--- config.mk ---
export PLATFORM = sky130hd
export DESIGN_NAME = tile_bank_switch
export DESIGN_NICKNAME = d
export VERILOG_FILES = /design/src/rtl/tbs_pkg.sv /design/src/rtl/tbs_row_detect.sv /design/src/rtl/tbs_mark_latch.sv /design/src/rtl/tbs_bank_mux.sv /design/src/rtl/tile_bank_switch.sv
export SDC_FILE = /design/constraint.sdc
export NUM_CORES = 1
export LEC_CHECK = 0
export ABC_AREA = 1
export BUFFER_PORTS_ARGS = -buffer_cell sky130_fd_sc_hd__buf_4
export CORE_AREA = 2 2 39 41
export CTS_BUF_LIST = sky130_fd_sc_hd__clkbuf_16
export CTS_CLUSTER_SIZE = 28
export DETAILED_ROUTE_END_ITERATION = 10
export DIE_AREA = 0 0 41 43
export GPL_TIMING_DRIVEN = 0
export PLACE_DENSITY = 0.74
export SYNTH_ARGS = -nofsm -noshare
export SYNTH_HDL_FRONTEND = slang
export SYNTH_SLANG_ARGS = --single-unit
--- constraint.sdc ---
create_clock -name clk -period 2.15 [get_ports clk]
set_input_delay 0.1075 -clock clk [delete_from_list [all_inputs] [get_ports clk]]
set_output_delay 0.1075 -clock clk [all_outputs]
set_load 0.03 [all_outputs]
--- src/rtl/tbs_pkg.sv ---
package tbs_pkg;
    localparam int ADDR_W  = 14;
    localparam int PAGE_W  = 12;
    localparam int ROW_LSB = 3;
    localparam int ROW_W   = PAGE_W - ROW_LSB;

    // Tile-row indices (address bits 11:3) that act as triggers
    localparam logic [ROW_W-1:0] ROW_PRI = 9'h1FB;  // x_FD8..x_FDF
    localparam logic [ROW_W-1:0] ROW_ALT = 9'h1FD;  // x_FE8..x_FEF

    typedef enum logic {
        MARK_PRI = 1'b0,
        MARK_ALT = 1'b1
    } mark_e;

    typedef struct packed {
        mark_e mark;
    } latch_st_t;
endpackage

--- src/rtl/tbs_row_detect.sv ---
module tbs_row_detect
    import tbs_pkg::*;
#(
    parameter logic TABLE = 1'b0
) (
    input  logic                     rd,
    input  logic [ADDR_W-1:ROW_LSB]  row_addr,
    output logic                     hit_pri,
    output logic                     hit_alt
);
    logic in_table;

    always_comb begin
        in_table = rd && !row_addr[ADDR_W-1] && (row_addr[PAGE_W] == TABLE);
        hit_pri  = in_table && (row_addr[PAGE_W-1:ROW_LSB] == ROW_PRI);
        hit_alt  = in_table && (row_addr[PAGE_W-1:ROW_LSB] == ROW_ALT);
    end
endmodule

--- src/rtl/tbs_mark_latch.sv ---
module tbs_mark_latch
    import tbs_pkg::*;
(
    input  logic  clk,
    input  logic  rst_n,
    input  logic  hit_pri,
    input  logic  hit_alt,
    output mark_e mark
);
    latch_st_t st_d, st_q;

    always_comb begin
        st_d = st_q;
        if (hit_pri) begin
            st_d.mark = MARK_PRI;
        end else if (hit_alt) begin
            st_d.mark = MARK_ALT;
        end
    end

    always_ff @(posedge clk or negedge rst_n) begin
        if (!rst_n) begin
            st_q.mark <= MARK_ALT;
        end else begin
            st_q <= st_d;
        end
    end

    assign mark = st_q.mark;

    // a primary-row hit leaves the marker primary next cycle
    a_r3_set_pri: assert property (@(posedge clk) disable iff (!rst_n)
        hit_pri |=> (mark == MARK_PRI));

    // an alternate-row hit leaves the marker alternate next cycle
    a_r4_set_alt: assert property (@(posedge clk) disable iff (!rst_n)
        (hit_alt && !hit_pri) |=> (mark == MARK_ALT));

    // no hit, no change
    a_r8_hold: assert property (@(posedge clk) disable iff (!rst_n)
        (!hit_pri && !hit_alt) |=> $stable(mark));
endmodule

--- src/rtl/tbs_bank_mux.sv ---
module tbs_bank_mux
    import tbs_pkg::*;
#(
    parameter int BANK_W = 5
) (
    input  logic              table_hi,
    input  mark_e             mark_lo,
    input  mark_e             mark_hi,
    input  logic [BANK_W-1:0] lo_pri,
    input  logic [BANK_W-1:0] lo_alt,
    input  logic [BANK_W-1:0] hi_pri,
    input  logic [BANK_W-1:0] hi_alt,
    output logic [BANK_W-1:0] bank
);
    always_comb begin
        if (table_hi) begin
            bank = (mark_hi == MARK_PRI) ? hi_pri : hi_alt;
        end else begin
            bank = (mark_lo == MARK_PRI) ? lo_pri : lo_alt;
        end
    end
endmodule

--- src/rtl/tile_bank_switch.sv ---
module tile_bank_switch
    import tbs_pkg::*;
#(
    parameter int BANK_W = 5,
    localparam int ROM_W = BANK_W + PAGE_W
) (
    input  logic              clk,
    input  logic              rst_n,
    input  logic [ADDR_W-1:0] fetch_addr,
    input  logic              fetch_rd,
    input  logic [BANK_W-1:0] bank_lo_pri,
    input  logic [BANK_W-1:0] bank_lo_alt,
    input  logic [BANK_W-1:0] bank_hi_pri,
    input  logic [BANK_W-1:0] bank_hi_alt,
    output logic [ROM_W-1:0]  rom_addr
);
    localparam int N_TABLES = 2;

    logic [N_TABLES-1:0] hit_pri;
    logic [N_TABLES-1:0] hit_alt;
    mark_e               mark [N_TABLES];
    logic [BANK_W-1:0]   bank;

    for (genvar t = 0; t < N_TABLES; t++) begin : g_table
        tbs_row_detect #(.TABLE(t[0])) det_i (
            .rd       (fetch_rd),
            .row_addr (fetch_addr[ADDR_W-1:ROW_LSB]),
            .hit_pri  (hit_pri[t]),
            .hit_alt  (hit_alt[t])
        );

        tbs_mark_latch lat_i (
            .clk     (clk),
            .rst_n   (rst_n),
            .hit_pri (hit_pri[t]),
            .hit_alt (hit_alt[t]),
            .mark    (mark[t])
        );
    end

    tbs_bank_mux #(.BANK_W(BANK_W)) mux_i (
        .table_hi (fetch_addr[PAGE_W]),
        .mark_lo  (mark[0]),
        .mark_hi  (mark[1]),
        .lo_pri   (bank_lo_pri),
        .lo_alt   (bank_lo_alt),
        .hi_pri   (bank_hi_pri),
        .hi_alt   (bank_hi_alt),
        .bank     (bank)
    );

    assign rom_addr = {bank, fetch_addr[PAGE_W-1:0]};

    // at most one trigger across both tables
    a_r7_one_trigger: assert property (@(posedge clk) disable iff (!rst_n)
        $onehot0({hit_pri, hit_alt}));

    // nametable-range fetches and non-reads never trigger
    a_r8_quiet_range: assert property (@(posedge clk) disable iff (!rst_n)
        (fetch_addr[ADDR_W-1] || !fetch_rd) |-> ({hit_pri, hit_alt} == '0));

    // upper address bits carry one of the current table's banks
    a_r2_bank_source: assert property (@(posedge clk) disable iff (!rst_n)
        fetch_addr[PAGE_W]
            ? (rom_addr[ROM_W-1:PAGE_W] == bank_hi_pri || rom_addr[ROM_W-1:PAGE_W] == bank_hi_alt)
            : (rom_addr[ROM_W-1:PAGE_W] == bank_lo_pri || rom_addr[ROM_W-1:PAGE_W] == bank_lo_alt));
endmodule

==> impl_metrics.tcl <==
set metrics [dict create \
    diodes 0 \
    start_util 0.276 \
    synth_adder_area_share 0 \
    cp_slowest_stage_delay_ns 0.58 \
    top_register "g_table.lat_i.mark" \
    cp.required_ns 2.04 \
    totalWireLength_mm 1.42 \
    finalSetupTns_ns 0 \
    worstPathBufferInverterCount 2 \
    synth-async-reset-ratio 1.00 \
    finalSetupViolations 0 \
    synth_top_area_share 0.236 \
    placement.io_buffers 50 \
    post_synth_and_or_nand_nor_area_fraction 0.308 \
    setup_repair_after_global_routing_missed_its_margin "no" \
    min_period_over_period 0.653 \
    synth_xor_area_frac 0 \
    critPathCaptureType "output port" \
    synth-seq-area-share 0.138 \
    h-tree-depth 1 \
    max_freq_ghz 0.713 \
    top_level_ports 54 \
    syn-mean-instance-area_um2 5.96 \
    outcome "finished clean" \
    post_synth_most_frequent_cells "sky130_fd_sc_hd__nor2_1 (14), sky130_fd_sc_hd__buf_4 (12), sky130_fd_sc_hd__o21ai_0 (10)" \
    ys_warn_count 0 \
    global_route.usage.total 0.184 \
    yosys.cell_count.top_type "sky130_fd_sc_hd__nor2_1" \
    gr-max-usage-layer "met2" \
    worstPathCellList "inv_2 > o21ai_0 > o22ai_1 > buf_4" \
    cpMaxStageDelayCell "sky130_fd_sc_hd__dfstp_2" \
    inserted_clock_buffers 3 \
    met2_grt_util 0.328 \
    power.ir.vdd_worst_v 0.000823 \
    drt_first_pass_iters 4 \
    final_nets 157 \
    ys_seq_elements 2 \
    synth.area.top_cells "sky130_fd_sc_hd__buf_4 (24%), sky130_fd_sc_hd__dfstp_2 (14%), sky130_fd_sc_hd__nor2_1 (14%), sky130_fd_sc_hd__o21ai_0 (13%), sky130_fd_sc_hd__o22ai_1 (8.2%)" \
    mappedNetlistArea_um2 382 \
    vias_in_the_first_global_route 594 \
    largest_registers "g_table.lat_i.mark: 2 flops" \
    setup.worst_path.class "register to output port" \
    clk_pin_slew_ns 0.03 \
    area_growth_syn_to_layout_pct 126 \
    synthFlopType "sky130_fd_sc_hd__dfstp_2" \
    grt_max_degree 8 \
    synth_edf_count 0 \
    placement_rows 14 \
    groute.layer.met3.usage 0.0366 \
    hold_ws_ns 0.166 \
    r2r_slack_ns 1.20 \
    clock_period_minus_worst_slack_ns 1.40 \
    timing.critical_path.max_delay_family "flip-flops" \
    timing_hold_violations_final 0 \
    place_congestion 0.689 \
    grt_antenna_before_repair 0 \
    drive_gt1_frac 0.627 \
    detailroute.via_count 610 \
    netlist_instances 64 \
    fp.dieW_um 41 \
    cp.arrival_ns 1.30 \
    tritoncts "done" \
    cts_num_sinks 2 \
    fp.dieArea_mm2 0.00176 \
    slew_violations 0 \
    worstHoldPathType "input pin to register" \
    grt.overflow.total 0 \
    synth-compound-area-share 0.239 \
    initialDrtViolationCount 6 \
    synth.net_count 101 \
    largest_register_ffs 2 \
    synth.largest_area_cell "sky130_fd_sc_hd__buf_4" \
    vias_per_cell 4.55 \
    worst_slew_margin 0.862 \
    antenna_violating_nets_post_route 0 \
    clock-skew-final_ns 0 \
    dp_hpwl_mm 1.18 \
    drt-wirelength-per-cell_um 10.6 \
    start_kind "register" \
    die_height_um 43 \
    worstPathMaxFanout 6 \
    grt.met1_usage 0.161 \
    synth_mux_area_frac 0 \
    cts_resized 0 \
    clkLatencyLatePin_ns 0.22 \
    p_leak_nw 0.459 \
    placeableCoreArea_mm2 0.00138 \
    route.detailed.drc 0 \
    root_buffer "sky130_fd_sc_hd__clkbuf_16" \
    cap_violations 0 \
    clock_tree_buf_depth 2 \
    grt_pass1_wl_mm 2.13 \
    synth_top_family_by_area "buffers and inverters" \
    power_density_mw_per_mm2 564 \
    ys_types 14 \
    tightestPinTransition_ns 0.207 \
]
==> layout by cell type, fill, tap and decap left out, drive strengths merged, types with 2 or more instances in the layout <==
master	count
nand2	5
o21ai	10
buf	62
dfstp	2
a21oi	2
nor2	17
nand4	2
o22ai	5
clkbuf	3
inv	8
==> power by group <==
group          internal [mW]  switching, mW  total (mW)  leakage (nW)
sequential            0.0391       0.000917      0.0400        0.0210
combinational         0.0859         0.0764       0.162         0.401
clock                  0.237         0.0469       0.284        0.0370
==> routing by layer <==
layer  up-vias  part of all wire
met5         -                 0
met4         0             0.027
met3         4              0.11
met2        38              0.57
met1       259              0.29
li1        309                 -
==> worst register-to-register path, delay by kind of cell, from the launching register on <==
family          cells  cell delay (ns)
compound gates      1             0.19
flops               1             0.56
buf+inv             1             0.12
==> stage by stage <==
| step | setup WS (ns) | cells | instance area (um2) | power, mW | utilization |
|---|---|---|---|---|---|
| after global routing | 0.639 | 134 | 862 | 0.505 | 0.623 |
| after CTS | 0.742 | 134 | 862 | 0.495 | 0.623 |
| after global placement | 0.985 | 130 | 777 | 0.200 | 0.561 |
| final | 0.747 | 134 | 862 | 0.486 | 0.623 |
| after floorplan | 0.925 | 64 | 382 | 0.120 | - |
| after detailed placement | 0.978 | 130 | 777 | 0.202 | 0.561 |
==> repair_timing <==
action	4_1_cts	5_1_grt
hold endpoints to repair	2	0
buffers inserted	0	0
hold buffers	1	0
==> cell families after synthesis <==
group	count (synthesis)
AOI/OAI and AO/OA	17
buffers and inverters	20
DFF	2
and+or+nand+nor	25
==> path summary, 6_finish.rpt <==
kind | start | end | cells past startpoint
max | g_table[0].lat_i.mark$_DFFE_PN1P_ | rom_addr[13] | 4
min | fetch_addr[4] | g_table[0].lat_i.mark$_DFFE_PN1P_ | 4
max reg2reg | g_table[1].lat_i.mark$_DFFE_PN1P_ | g_table[1].lat_i.mark$_DFFE_PN1P_ | 2
min reg2reg | g_table[0].lat_i.mark$_DFFE_PN1P_ | g_table[0].lat_i.mark$_DFFE_PN1P_ | 2
max in group asynchronous | rst_n | g_table[0].lat_i.mark$_DFFE_PN1P_ | 2
min in group asynchronous | rst_n | g_table[1].lat_i.mark$_DFFE_PN1P_ | 2
==> layout make-up <==
class | instances | area (um2)
Fill cell | 131 | 522
Timing Repair Buffer | 51 | 385
Multi-Input combinational cell | 42 | 209
Buffer | 12 | 90.1
Clock buffer | 3 | 75.1
Sequential cell | 2 | 52.6
Inverter | 8 | 30.0
Tap cell | 16 | 20.0
Note: power is estimated with default switching activity, not from simulation.
